File: config.mk
export PLATFORM = sky130hd
export DESIGN_NAME = uart_flow_ctrl
export DESIGN_NICKNAME = d
export VERILOG_FILES = /design/src/rtl/flowctl_pkg.sv /design/src/rtl/fc_hyst.sv /design/src/rtl/fc_cts_gate.sv /design/src/rtl/uart_flow_ctrl.sv
export SDC_FILE = /design/constraint.sdc
export NUM_CORES = 1
export LEC_CHECK = 0
export ABC_AREA = 0
export BUFFER_PORTS_ARGS = -buffer_cell sky130_fd_sc_hd__buf_2
export CAP_MARGIN = 10
export CELL_PAD_IN_SITES_DETAIL_PLACEMENT = 1
export CELL_PAD_IN_SITES_GLOBAL_PLACEMENT = 2
export CORE_AREA = 2 2 76 63
export DETAILED_ROUTE_END_ITERATION = 10
export DIE_AREA = 0 0 78 65
export GPL_ROUTABILITY_DRIVEN = 1
export GPL_TIMING_DRIVEN = 0
export PLACE_DENSITY_LB_ADDON = 0.05
export SETUP_SLACK_MARGIN = 0.5
export SYNTH_ARGS = -nofsm -noshare
export SYNTH_HDL_FRONTEND = slang
export SYNTH_SLANG_ARGS = --single-unit
File: constraint.sdc
create_clock -name clk -period 3.7 [get_ports clk]
set_clock_uncertainty 0.1 [all_clocks]
set_input_delay 0.74 -clock clk [delete_from_list [all_inputs] [get_ports clk]]
set_output_delay 0.74 -clock clk [all_outputs]
set_load 0.1 [all_outputs]
File: src/rtl/flowctl_pkg.sv
// Package: shared constants for the flow control unit.
// Assumes: the direction-mode field is two bits, enable above invert.
package flowctl_pkg;
    localparam int DIR_EN_BIT  = 1;
    localparam int DIR_INV_BIT = 0;
    localparam int NUM_LINES   = 2;   // line 0 = RTS, line 1 = DTR
    localparam int LINE_RTS    = 0;
    localparam int LINE_DTR    = 1;
    typedef logic [1:0] dir_mode_t;
endpackage

File: src/rtl/fc_hyst.sv
// Module: fc_hyst
// Two-limit hysteresis on a fill level. Sets 'halt' at or above the upper
// limit and clears it at or below the lower limit. Upper wins if both hold.
// Assumes: level and limits share one width; synchronous active-low reset.
module fc_hyst #(
    parameter int W = 8
) (
    input  logic         clk,
    input  logic         rst_n,
    input  logic [W-1:0] level,
    input  logic [W-1:0] thr_hi,
    input  logic [W-1:0] thr_lo,
    output logic         halt
);
    // Purpose: hold the halt state, updating only when a limit is crossed.
    always_ff @(posedge clk) begin
        if (!rst_n)                halt <= 1'b0;
        else if (level >= thr_hi)  halt <= 1'b1;
        else if (level <= thr_lo)  halt <= 1'b0;
    end

    AST_HALT_AT_UPPER: assert property (@(posedge clk) disable iff (!rst_n)
        (level >= thr_hi) |=> halt);
    AST_RESUME_AT_LOWER: assert property (@(posedge clk) disable iff (!rst_n)
        (level < thr_hi && level <= thr_lo) |=> !halt);
    AST_HOLD_BETWEEN: assert property (@(posedge clk) disable iff (!rst_n)
        (level < thr_hi && level > thr_lo) |=> (halt == $past(halt)));
endmodule

File: src/rtl/fc_cts_gate.sv
// Module: fc_cts_gate
// Synchronizes CTS#, keeps a sticky change flag, and grants transmitter
// loads at character boundaries. Flow-control characters bypass the gate.
// Assumes: cts_n is asynchronous; msr_read is a single-cycle strobe.
module fc_cts_gate (
    input  logic clk,
    input  logic rst_n,
    input  logic cts_n,
    input  logic auto_cts_en,
    input  logic tx_load_req,
    input  logic tx_next_is_fc,
    input  logic msr_read,
    output logic tx_permit,
    output logic msr_cts,
    output logic msr_dcts
);
    logic meta_q, sync_q, prev_q;
    logic cts_change;

    // Purpose: two-flop synchronizer plus one delayed copy for edge detect.
    always_ff @(posedge clk) begin
        if (!rst_n) begin
            meta_q <= 1'b1;
            sync_q <= 1'b1;
            prev_q <= 1'b1;
        end else begin
            meta_q <= cts_n;
            sync_q <= meta_q;
            prev_q <= sync_q;
        end
    end

    assign cts_change = sync_q ^ prev_q;

    // Purpose: sticky change flag; a new change beats a read clear.
    always_ff @(posedge clk) begin
        if (!rst_n)          msr_dcts <= 1'b0;
        else if (cts_change) msr_dcts <= 1'b1;
        else if (msr_read)   msr_dcts <= 1'b0;
    end

    // Purpose: grant a load unless auto gating blocks a normal character.
    always_comb begin
        tx_permit = tx_load_req & (!auto_cts_en | !sync_q | tx_next_is_fc);
    end

    assign msr_cts = !sync_q;

    AST_NO_GRANT_IDLE: assert property (@(posedge clk) disable iff (!rst_n)
        !tx_load_req |-> !tx_permit);
    AST_FC_BYPASS: assert property (@(posedge clk) disable iff (!rst_n)
        (tx_load_req && tx_next_is_fc) |-> tx_permit);
    AST_DCTS_SET: assert property (@(posedge clk) disable iff (!rst_n)
        $changed(msr_cts) |=> msr_dcts);
    AST_DCTS_CLEAR: assert property (@(posedge clk) disable iff (!rst_n)
        (msr_read && $stable(msr_cts) && msr_dcts) |=> !msr_dcts);
endmodule

File: src/rtl/uart_flow_ctrl.sv
// Module: uart_flow_ctrl (top)
// Drives RTS# and DTR# from hysteresis, manual bits or RS485 direction,
// and gates transmitter loads on CTS#. DTR# priority: direction mode,
// then automatic control, then the manual bit.
// Assumes: one UART channel; outputs reset deasserted (high).
module uart_flow_ctrl
    import flowctl_pkg::*;
#(
    parameter int LVL_W = 8
) (
    input  logic             clk,
    input  logic             rst_n,
    input  logic [LVL_W-1:0] rx_level,
    input  logic [LVL_W-1:0] rts_thr_hi,
    input  logic [LVL_W-1:0] rts_thr_lo,
    input  logic [LVL_W-1:0] dtr_thr_hi,
    input  logic [LVL_W-1:0] dtr_thr_lo,
    input  logic             auto_rts_en,
    input  logic             auto_dtr_en,
    input  logic             mcr_rts,
    input  logic             mcr_dtr,
    input  logic [1:0]       rs485_mode,
    input  logic             tx_empty,
    input  logic             auto_cts_en,
    input  logic             cts_n,
    input  logic             tx_load_req,
    input  logic             tx_next_is_fc,
    input  logic             msr_read,
    output logic             tx_permit,
    output logic             msr_cts,
    output logic             msr_dcts,
    output logic             rts_n,
    output logic             dtr_n
);
    logic [NUM_LINES-1:0][LVL_W-1:0] thr_hi, thr_lo;
    logic [NUM_LINES-1:0]            halt;
    dir_mode_t                       dir_mode;

    assign thr_hi[LINE_RTS] = rts_thr_hi;
    assign thr_lo[LINE_RTS] = rts_thr_lo;
    assign thr_hi[LINE_DTR] = dtr_thr_hi;
    assign thr_lo[LINE_DTR] = dtr_thr_lo;
    assign dir_mode         = rs485_mode;

    // One hysteresis tracker per outgoing handshake line.
    for (genvar g = 0; g < NUM_LINES; g++) begin : g_line
        fc_hyst #(.W(LVL_W)) i_hyst (
            .clk    (clk),
            .rst_n  (rst_n),
            .level  (rx_level),
            .thr_hi (thr_hi[g]),
            .thr_lo (thr_lo[g]),
            .halt   (halt[g])
        );
    end

    fc_cts_gate i_cts (
        .clk           (clk),
        .rst_n         (rst_n),
        .cts_n         (cts_n),
        .auto_cts_en   (auto_cts_en),
        .tx_load_req   (tx_load_req),
        .tx_next_is_fc (tx_next_is_fc),
        .msr_read      (msr_read),
        .tx_permit     (tx_permit),
        .msr_cts       (msr_cts),
        .msr_dcts      (msr_dcts)
    );

    // Purpose: register RTS# from auto hysteresis or the manual bit.
    always_ff @(posedge clk) begin
        if (!rst_n)           rts_n <= 1'b1;
        else if (auto_rts_en) rts_n <= halt[LINE_RTS];
        else                  rts_n <= !mcr_rts;
    end

    // Purpose: register DTR# with direction mode over auto over manual.
    always_ff @(posedge clk) begin
        if (!rst_n)                    dtr_n <= 1'b1;
        else if (dir_mode[DIR_EN_BIT]) dtr_n <= tx_empty ^ dir_mode[DIR_INV_BIT];
        else if (auto_dtr_en)          dtr_n <= halt[LINE_DTR];
        else                           dtr_n <= !mcr_dtr;
    end

    AST_RTS_MANUAL: assert property (@(posedge clk) disable iff (!rst_n)
        !auto_rts_en |=> (rts_n == !$past(mcr_rts)));
    AST_DTR_MANUAL: assert property (@(posedge clk) disable iff (!rst_n)
        (!auto_dtr_en && !rs485_mode[DIR_EN_BIT]) |=> (dtr_n == !$past(mcr_dtr)));
    AST_DIR_MODE: assert property (@(posedge clk) disable iff (!rst_n)
        rs485_mode[DIR_EN_BIT] |=> (dtr_n == ($past(tx_empty) ^ $past(rs485_mode[DIR_INV_BIT]))));
endmodule

Yosys cells after proc, flatten, opt, wreduce, memory -nomap -nowiden:

Cells that the tools add are included.

* magnitude comparators: 4
* mux-type cells: 9
* bitwise logic cells: 5
* reduce and logical (&&, ||, !) cells: 7

Operator list (number)
* $ge 8x8->1: 2
* $le 8x8->1: 2
* $mux 1: 9
* $reduce_bool 2->1: 3
* $logic_not 1->1: 4
* $or 1x1->1: 2
* $xor 1x1->1: 2
* $and 1x1->1: 1

* register bits: 8
* input port bits: 54
* output and inout port bits: 5
* word-level logic and storage cells: 33

Logic depth before layout (Yosys ltp):

Gate-level depths: netlist (run 1).

* depth after elaboration: 4
* gate-level depth with buffers: 6
* mapped depth without buffers: 6

Cells and area by module:

A second synthesis (run 1) with hierarchy kept.

* cell total of the unflattened synthesis: 129
* area total of the unflattened synthesis: 1062.3 um2

Modules (own cells, without submodules)
* fc_hyst: instances 2, cells an instance 53, area each 419.2 um2, seq. area each 20.0 um2
* fc_cts_gate: instances 1, cells an instance 13, area each 133.9 um2, seq. area each 80.1 um2
* uart_flow_ctrl: instances 1, cells an instance 10, area each 90.1 um2, seq. area each 40.0 um2

Worst setup path before layout (run 1):

OpenSTA, ideal clock, no wires.

* kind: input -> output
* start: input port auto_cts_en
* end: output port tx_permit
* data arrival time: 1506 ps
* required time: 2860 ps
* setup slack: 1354 ps
* stages: 2
* buffers on the path: 0
* path through: nand2_1 o21a_1

* word-level cells in the longest chain between the ends: 4

Ends and longest elaborated chain
* from (decl): RTL line uart_flow_ctrl.sv:24 `input logic auto_cts_en,`
* $logic_not 1->1: RTL line fc_cts_gate.sv:44 `tx_permit = tx_load_req & (!auto_cts_en | !sync_q | tx_next_is_fc);`
* $or 1x1->1 (2 in a row): RTL line fc_cts_gate.sv:44
* $and 1x1->1: RTL line fc_cts_gate.sv:44
* to (decl): RTL line uart_flow_ctrl.sv:29 `output logic tx_permit,`

Every way passes these cells.

Worst setup path in the final report (run 1):

Ends and elaborated chain as after synthesis.

==> results of run 1 <==
-- report_power, final --
part	total (mW)	switching (mW)	internal, mW
clock network	0.105	0.0341	0.0705
logic	0.143	0.0834	0.0599
registers	0.0963	0.00348	0.0928
-- how the worst min path moves through the flow --
stage	endpoint	slack, ns	from	cells past startpoint
finish	i_cts.sync_q$_SDFF_PN1_	0.32	i_cts.meta_q$_SDFF_PN1_	1
global route	i_cts.sync_q$_SDFF_PN1_	0.34	i_cts.meta_q$_SDFF_PN1_	1
CTS	i_cts.sync_q$_SDFF_PN1_	0.33	i_cts.meta_q$_SDFF_PN1_	1
detailed placement	i_cts.sync_q$_SDFF_PN1_	0.32	i_cts.meta_q$_SDFF_PN1_	1
global placement	i_cts.sync_q$_SDFF_PN1_	0.29	i_cts.meta_q$_SDFF_PN1_	1
floorplan	i_cts.sync_q$_SDFF_PN1_	0.29	i_cts.meta_q$_SDFF_PN1_	1
-- final cells by class --
class                   count  share of cell area (%)
clock buffers               3                    2.86
repair buffers             58                    20.1
well taps                  60                    5.20
multi-input cells          86                    52.2
flip-flops and latches      8                    11.1
inverters                  33                    8.58
-- placed cells by master, fill, tap and decap left out, drive strengths merged --
cell type	count
buf	58
inv	33
ha	32
dfxtp	8
nand2	6
a21oi	6
o211ai	6
nand4	4
a211oi	3
o21ai	3
nor2	3
o221ai	3
a211o	3
nand2b	3
clkbuf	3
a21o	2
nor2b	2
and3	2
a41oi	2
mux2i	2
o21a	1
xnor2	1
nor3b	1
xor2	1
-- flip-flops by register name, summed over array words and instances (netlist names) --
register,cells
g_line.i_hyst.halt,2
i_cts.msr_dcts,1
dtr_n,1
i_cts.sync_q,1
i_cts.prev_q,1
i_cts.meta_q,1
rts_n,1
-- worst register-to-register path, cell delays in order, from the launching register on --
cell and delay (ns):
dfxtp_1 0.37, nand2_1 0.07, a211o_1 0.27, a41oi_1 0.20
-- metal layers --
layer | vias to the layer above | GRT usage [%]
li1 | 573 | -
met1 | 468 | 16.0
met2 | 35 | 21.2
met3 | 4 | 0.836
met4 | 0 | 4.61
met5 | - | 0
-- cells by family (layout without fill, tap and decap cells) --
logic type                 after synthesis  after routing
buffers and inverters                   33             94
adders and majority gates               32             32
AOI/OAI and AO/OA                       29             29
and+or+nand+nor                         21             21
DFF                                      8              8
xor gates and xnor gates                 2              2
muxes                                    2              2
==> metrics.cfg, run 1 <==
[timing]
grt_setup_unrepaired=no
hold_viol_final=0
timing.final.ws_setup_ns=1.46
whs_ns=0.320
drv_slew=0
setup_tns_ns=0
period_share_pct=60.6
finalSetupViolCount=0
fin_crit_ns=2.24
fmax_mhz=446
tightest_slew_ns=0.490
maxSlewHeadroom_pct=67.6

[placement]
dp_hpwl_mm=2.70
place_area_mm2=0.00140
placedCellCount=245
io_buffers=58
gp_congestion=0.688
post-place-ws_ns=1.45

[critical_path]
critPathTopFamily=buffers and inverters
rr_endpoint=g_line[1].i_hyst.halt$_SDFFE_PN0P_
critPathMostFrequentCell=buf_2
critical_path_class=primary input to output port
arrival_ns=1.40
critical-path-max-stage-delay_ns=0.42
crit_path_cell_trace=buf_2, nand2_1, o21a_1, buf_2
end_kind=output port
r2r_setup_slack_ns=2.61
slowest_stage=buf_2
required_ns=2.86
crit_fanout=1
r2r.worst_path.cells=3
path_buf_inv=2
crit_cells=4
critPathLaunch=auto_cts_en
reg2reg_from=g_line[1].i_hyst.halt$_SDFFE_PN0P_
crit_end=tx_permit
startpoint_type=primary input

[synth]
synthAdderAreaFrac_pct=38.6
synth_top_area_cell=ha_1
syn-instance-count=127
synth_top_family_by_area=adder cells
synthSimpleGateAreaFrac_pct=10.6
synth_top_area_share_pct=38.6
synth_compound_area_share_pct=19.8
ys_top_cells_by_count=inv_1 (33), ha_1 (32), dfxtp_1 (8)
synth.avg_cell_area_um2=8.17
ys_async_sr_fraction_pct=0
synthMuxAreaShare_pct=1.93
synth-seq-cells=8
yosysMostFrequentCell=inv_1
yosysWarnings=0
ys.flop_type=dfxtp_1
synth_fp_nets=213
synth_edf_count=0
synthXorXnorAreaFrac_pct=1.69
netlist-cell-type-count=22
seq_area_frac_synth_pct=15.4
ys_top_cells_by_area=ha_1 (39%), dfxtp_1 (15%), inv_1 (12%)
syn-cell-area_mm2=0.00104

[cts]
numCtsBuffers=3
cts_setup_buffers=0
ctsRootBufferMaster=clkbuf_8
cts_hold_buffers=0
cts_tree=built
ctsHtreeMaxLevel=1
insertion_delay_ns=0.23
cts_resized=0
clockBufferDepth=2
cts.sinks=8
cts.reportedPaths.clkPinSlew_ns=0.04

[grt]
grt_pass1_wl_mm=4.95
gr-usage-all-layers_pct=12.3
antenna_found_initial=0
overflow=0
grt_max_degree=7
grt_pass1_vias=1135

[final_layout]
fin_area_mm2=0.00144
antenna_cells=0
drive_gt1_share_pct=32.4
nNetsFinal=276
area_growth_pct=39.2
post-route-util_pct=32.8
nFillCells=560
seq_area_um2=160
final_cells=248
multi_input_comb_area_um2=753

[routing]
vias_per_cell=4.35
wl_met2_mm=1.27
drt-pass1-iter-count=2
drt-total-wl_mm=2.86
wire_per_inst_um=11.5
drcViolationCount=0
drtAntennaViolNets=0
wl_met1_mm=1.43
drtIter0Drc=11
met3_length_um=133
routed.top_layer=met4
dr_total_vias=1080

[floorplanning]
start_util_pct=23.6
fp.coreArea_mm2=0.00440
chipHeight_um=65
num_rows=22
io_pins=59
die-area_mm2=0.00507
die_w_um=78

[power]
peakVddDrop_uv=73.5
power_density_mw_per_mm2=238
p_total_mw=0.344
p_leak_nw=0.860

[hold_path]
hold_class=flip-flop to flip-flop

[run_status]
status=finished clean

[job]
cap_viol_max_count=0

Note: power is estimated with default switching activity, not from simulation.
==> run 2, diff against run 1 <==
ABC_AREA = 1   (was 0)
CORE_AREA = 2 2 84 70   (was 2 2 76 63)
DIE_AREA = 0 0 86 72   (was 0 0 78 65)
clock period = 2.3 ns   (was 3.7 ns; I/O delays follow)
==> run 2 against run 1 <==
Against the previous run:
- combinational power up 81%
- final cell count up 21%
- sequential share of layout area down 0.81 points
- design area up 7.9%
- die area rose by 22%
- wire length grew 8.7%
- critical path type is now flip-flop to output port
- highest routed layer unchanged
==> metrics.cfg, run 2 <==
[critical_path]
startpoint_type=flip-flop
crit_fanout=3
critical-path-max-stage-delay_ns=0.41
required_ns=1.74
end_kind=output port
critical_path_class=flip-flop to output port
arrival_ns=1.12
crit_path_cell_trace=nand2_1, o21a_1, buf_2
path_buf_inv=1
critPathTopFamily=buffers and inverters
slowest_stage=buf_2

[cts]
cts_tree=built
cts_hold_buffers=0
cts.sinks=8
ctsRootBufferMaster=clkbuf_8
cts.reportedPaths.clkPinSlew_ns=0.04
numCtsBuffers=3
ctsHtreeMaxLevel=1
cts_setup_buffers=0
clockBufferDepth=2
insertion_delay_ns=0.23
cts_resized=0

[routing]
drtIter0Drc=13
vias_per_cell=4.05
drt-total-wl_mm=3.11
drt-pass1-iter-count=3
drtAntennaViolNets=0
drcViolationCount=0
dr_total_vias=1210
wire_per_inst_um=10.4

[final_layout]
nNetsFinal=322
largest_reg_flops=2
final_cell_mix=buf_2 (58), inv_1 (43), nand2_1 (42), ha_1 (32), nor2_1 (12)
final_common_cell=buf_2
nFillCells=699
regMostFlops=g_line.i_hyst.halt
area_growth_pct=36.1
multi_input_comb_area_um2=816
antenna_cells=0
drive_gt1_share_pct=29.9
seq_area_um2=160

[hold_path]
hold_class=flip-flop to flip-flop

[synth]
synth_edf_count=0
synth_top_area_cell=ha_1
syn-cell-area_mm2=0.00114
yosysMostFrequentCell=inv_1
ys_async_sr_fraction_pct=0
netlist-cell-type-count=19
synth_fp_nets=259
syn-instance-count=173
ys_top_cells_by_area=ha_1 (35%), inv_1 (14%), dfxtp_1 (14%)
seq_area_frac_synth_pct=14.0
yosysWarnings=0
synth_top_area_share_pct=35.0
ys.flop_type=dfxtp_1
ys_top_cells_by_count=inv_1 (43), nand2_1 (42), ha_1 (32), nor2_1 (12), a21oi_1 (11)
synth.avg_cell_area_um2=6.62
synth-seq-cells=8

[power]
p_leak_nw=0.994
power_density_mw_per_mm2=372
peakVddDrop_uv=119

[floorplanning]
die-area_mm2=0.00619
start_util_pct=21.5
chipHeight_um=72
num_rows=24
die_w_um=86
io_pins=59
fp.coreArea_mm2=0.00532

[placement]
gp_congestion=0.724
io_buffers=58
post-place-ws_ns=0.587
dp_hpwl_mm=2.91

[grt]
antenna_found_initial=0
gr-usage-all-layers_pct=10.8
grt_max_degree=6
grt_pass1_wl_mm=5.38
overflow=0
grt_pass1_vias=1299

[timing]
tightest_slew_ns=0.486
finalSetupViolCount=0
grt_setup_unrepaired=no
hold_viol_final=0
fmax_mhz=594
fin_crit_ns=1.68
maxSlewHeadroom_pct=67.8
period_share_pct=73.2
drv_slew=0
setup_tns_ns=0
timing.final.ws_setup_ns=0.615

[job]
cap_viol_max_count=0

[run_status]
status=finished clean

## run 2: power by group
part           internal, mW  total [mW]  switching, mW
registers             0.149       0.154        0.00433
logic                 0.104       0.259          0.155
clock network         0.113       0.167         0.0535
total                 0.367       0.579          0.212
## run 2: routing by layer
layer | vias to the layer above | share of wire, % | track usage, %
met5 | - | 0 | 0
met4 | 0 | 0.80 | 2.65
met3 | 3 | 6.0 | 1.93
met2 | 32 | 48 | 19.0
met1 | 518 | 46 | 13.7
li1 | 657 | - | -
## run 2: worst paths after layout
path	start	end	slack, ns	depth (start not counted)
hold reg to reg	i_cts.meta_q$_SDFF_PN1_	i_cts.sync_q$_SDFF_PN1_	0.31	1
hold / removal	i_cts.meta_q$_SDFF_PN1_	i_cts.sync_q$_SDFF_PN1_	0.31	1
setup / recovery	i_cts.sync_q$_SDFF_PN1_	tx_permit	0.62	3
setup reg to reg	g_line[1].i_hyst.halt$_SDFFE_PN0P_	g_line[1].i_hyst.halt$_SDFFE_PN0P_	1.41	3
## run 2: cell families (layout without fill, tap and decap cells)
family	count (synthesis)	after routing	synth area share, %
xor+xnor	1	1	0.765
buf+inv	45	106	14.8
flops	8	8	14.0
fa+ha+maj	32	32	35.0
simple gates	63	63	22.6
compound gates	24	24	12.9
## run 2: cell type report
type	instances	share of cell area, %
tap	65	5.22
sequential	8	10.3
timing repair buffer	58	18.6
inverter	45	10.8
multi-input combinational	120	52.4
clock buffer	3	2.65
## run 2: worst reg2reg max path, cell delays in order, from the launching register on
cell and delay, ns:
dfxtp_1 0.32, a21boi_0 0.20, nand2_1 0.09, a21oi_2 0.12
## run 2: per-stage QoR
stage | area [µm²] | instances | utilization, % | hold slack, ns | total power, mW
after detailed placement | 1520 | 296 | 28.5 | 0.301 | 0.422
after floorplan | 1140 | 173 | - | 0.293 | 0.327
final | 1560 | 299 | 29.3 | 0.309 | 0.579
after CTS | 1560 | 299 | 29.3 | 0.313 | 0.593
after global routing | 1560 | 299 | 29.3 | 0.325 | 0.641
after global placement | 1520 | 296 | 28.5 | 0.295 | 0.410
==> run 3, diff against run 2 <==
CORE_AREA = 2 2 88 73   (was 2 2 84 70)
DIE_AREA = 0 0 90 75   (was 0 0 86 72)
clock period = 1.4 ns   (was 2.3 ns; I/O delays follow)
==> run 3 against run 2 <==
Against the previous run:
- sequential cell count unchanged
- sequential share of layout area shrank 2.4 points
- via count is 7.5% higher
- sequential power is 66% higher
- register-to-register slack got worse by 0.91 ns
- non-clock buffer count rose by 5
- setup slack worse by 0.59 ns
- critical endpoint unchanged
- largest cell class unchanged
==> metrics.cfg, run 3 (synthesis results as in run 2) <==
[floorplanning]
die-area_mm2=0.00675
io_pins=59
chipHeight_um=75
num_rows=25
start_util_pct=19.7
fp.coreArea_mm2=0.00582
die_w_um=90

[placement]
gp_congestion=0.640
io_buffers=58
placedCellCount=312
dp_hpwl_mm=3.22
post-place-ws_ns=-0.155

[timing]
grt_setup_unrepaired=yes
maxSlewHeadroom_pct=88.0
drv_slew=0
tightest_slew_ns=0.180
fin_crit_ns=1.38
hold_viol_final=0
period_share_pct=98.4
fmax_mhz=726
finalSetupViolCount=0
whs_ns=0.127
timing.final.ws_setup_ns=0.0222

[power]
internal-power_mw=0.766
p_leak_nw=1.08
power_switching_mw=0.439
clock_power_share_pct=23.8
p_comb_share_pct=55.1
power.share.switching_pct=36.4
seqPwrFrac_pct=21.1
p_total_mw=1.21
peakVddDrop_uv=201
power_density_mw_per_mm2=540

[grt]
grt_pass1_wl_mm=6.11
overflow=0
antenna_found_initial=0
grt_pass1_vias=1385
met1_usage_pct=13.6
grt_use_met2_pct=21.6
grt_busiest_layer=met2
grt_max_degree=6
met3_usage_pct=2.00
gr-usage-all-layers_pct=11.2

[final_layout]
antenna_cells=0
largest_reg_flops=2
drive_gt1_share_pct=59.2
final_cell_mix=buf_2 (41), nand2_1 (31), inv_1 (25), ha_4 (21), inv_2 (13)
final_cells=321
regMostFlops=g_line.i_hyst.halt
area_growth_pct=95.1
final_common_cell=buf_2
post-route-util_pct=38.4
nNetsFinal=327

[cts]
cts.sinks=8
insertion_delay_ns=0.23
cts_tree=built
clockBufferDepth=2
cts.reportedPaths.clkPinSlew_ns=0.04
numCtsBuffers=3
ctsRootBufferMaster=clkbuf_8
ctsHtreeMaxLevel=1

[critical_path]
required_ns=1.02
slowest_stage=dfxtp_4
critical_path_class=flip-flop to output port
arrival_ns=1.00
crit_path_cell_trace=nand2_2, o21a_4, buf_12
end_kind=output port
critical-path-max-stage-delay_ns=0.37
crit_fanout=3
critPathTopFamily=flip-flops
startpoint_type=flip-flop
path_buf_inv=1

[routing]
drt-pass1-iter-count=3
drtAntennaViolNets=0
wire_per_inst_um=11.4
dr_total_vias=1301
vias_per_cell=4.05
drt-total-wl_mm=3.65
drcViolationCount=0
drtIter0Drc=21

[job]
cap_viol_max_count=0

[run_status]
status=finished clean

[hold_path]
hold_class=primary input to flip-flop

## run 3: cell count changes in the layout (fill, tap and decap cells not counted), sizes merged
cell	change
inv	-2
clkinv	+1
clkbuf	+1
clkinvlp	+1
buf	+5
## run 3: cell type report
type | count | area [µm²]
clock buffer | 4 | 45.0
fill | 704 | 3580
inverter | 45 | 215
multi-input combinational | 120 | 1170
sequential | 8 | 175
tap | 81 | 101
timing repair buffer | 63 | 527
## run 3: what timing repair did
| action | CTS | global route |
|---|---|---|
| buffers inserted | 2 | 3 |
| hold buffers | 0 | 0 |
| resized for setup | 63 | 23 |
| endpoints found under the hold margin | 0 | 0 |
| pin swaps | 17 | 16 |
| setup endpoints to repair | 7 | 8 |
| gates cloned | 0 | 0 |
## run 3: final timing paths
check | start | end | slack, ns | cells after the start
worst max-delay path | i_cts.sync_q$_SDFF_PN1_ | tx_permit | 0.02 | 3
worst min-delay path | mcr_rts | rts_n$_SDFF_PN1_ | 0.13 | 2
worst max register to register | i_cts.sync_q$_SDFF_PN1_ | i_cts.prev_q$_SDFF_PN1_ | 0.50 | 4
worst min register to register | i_cts.meta_q$_SDFF_PN1_ | i_cts.sync_q$_SDFF_PN1_ | 0.31 | 1
## run 3: per-stage QoR
stage                     area (µm²)  setup TNS, ns
after CTS                       2120              0
after floorplan                 1400              0
after global placement          1800         -0.177
after global routing            2230       -0.00544
final                           2230              0
after detailed placement        1800         -0.214
## run 3: power groups by stage
stage                     Combinational (mW)  Clock, mW  Sequential [mW]
after floorplan                        0.288          0            0.302
after global placement                 0.497          0            0.256
after detailed placement               0.526          0            0.256
after CTS                              0.627      0.305            0.255
after global routing                   0.747      0.315            0.256
final                                  0.664      0.286            0.255
## run 3: per-layer routing
| layer | routed length [µm] | up-vias |
|---|---|---|
| met5 | 0 | - |
| met3 | 170 | 0 |
| met4 | 0 | 0 |
| met1 | 1580 | 595 |
| li1 | - | 675 |
| met2 | 1900 | 31 |
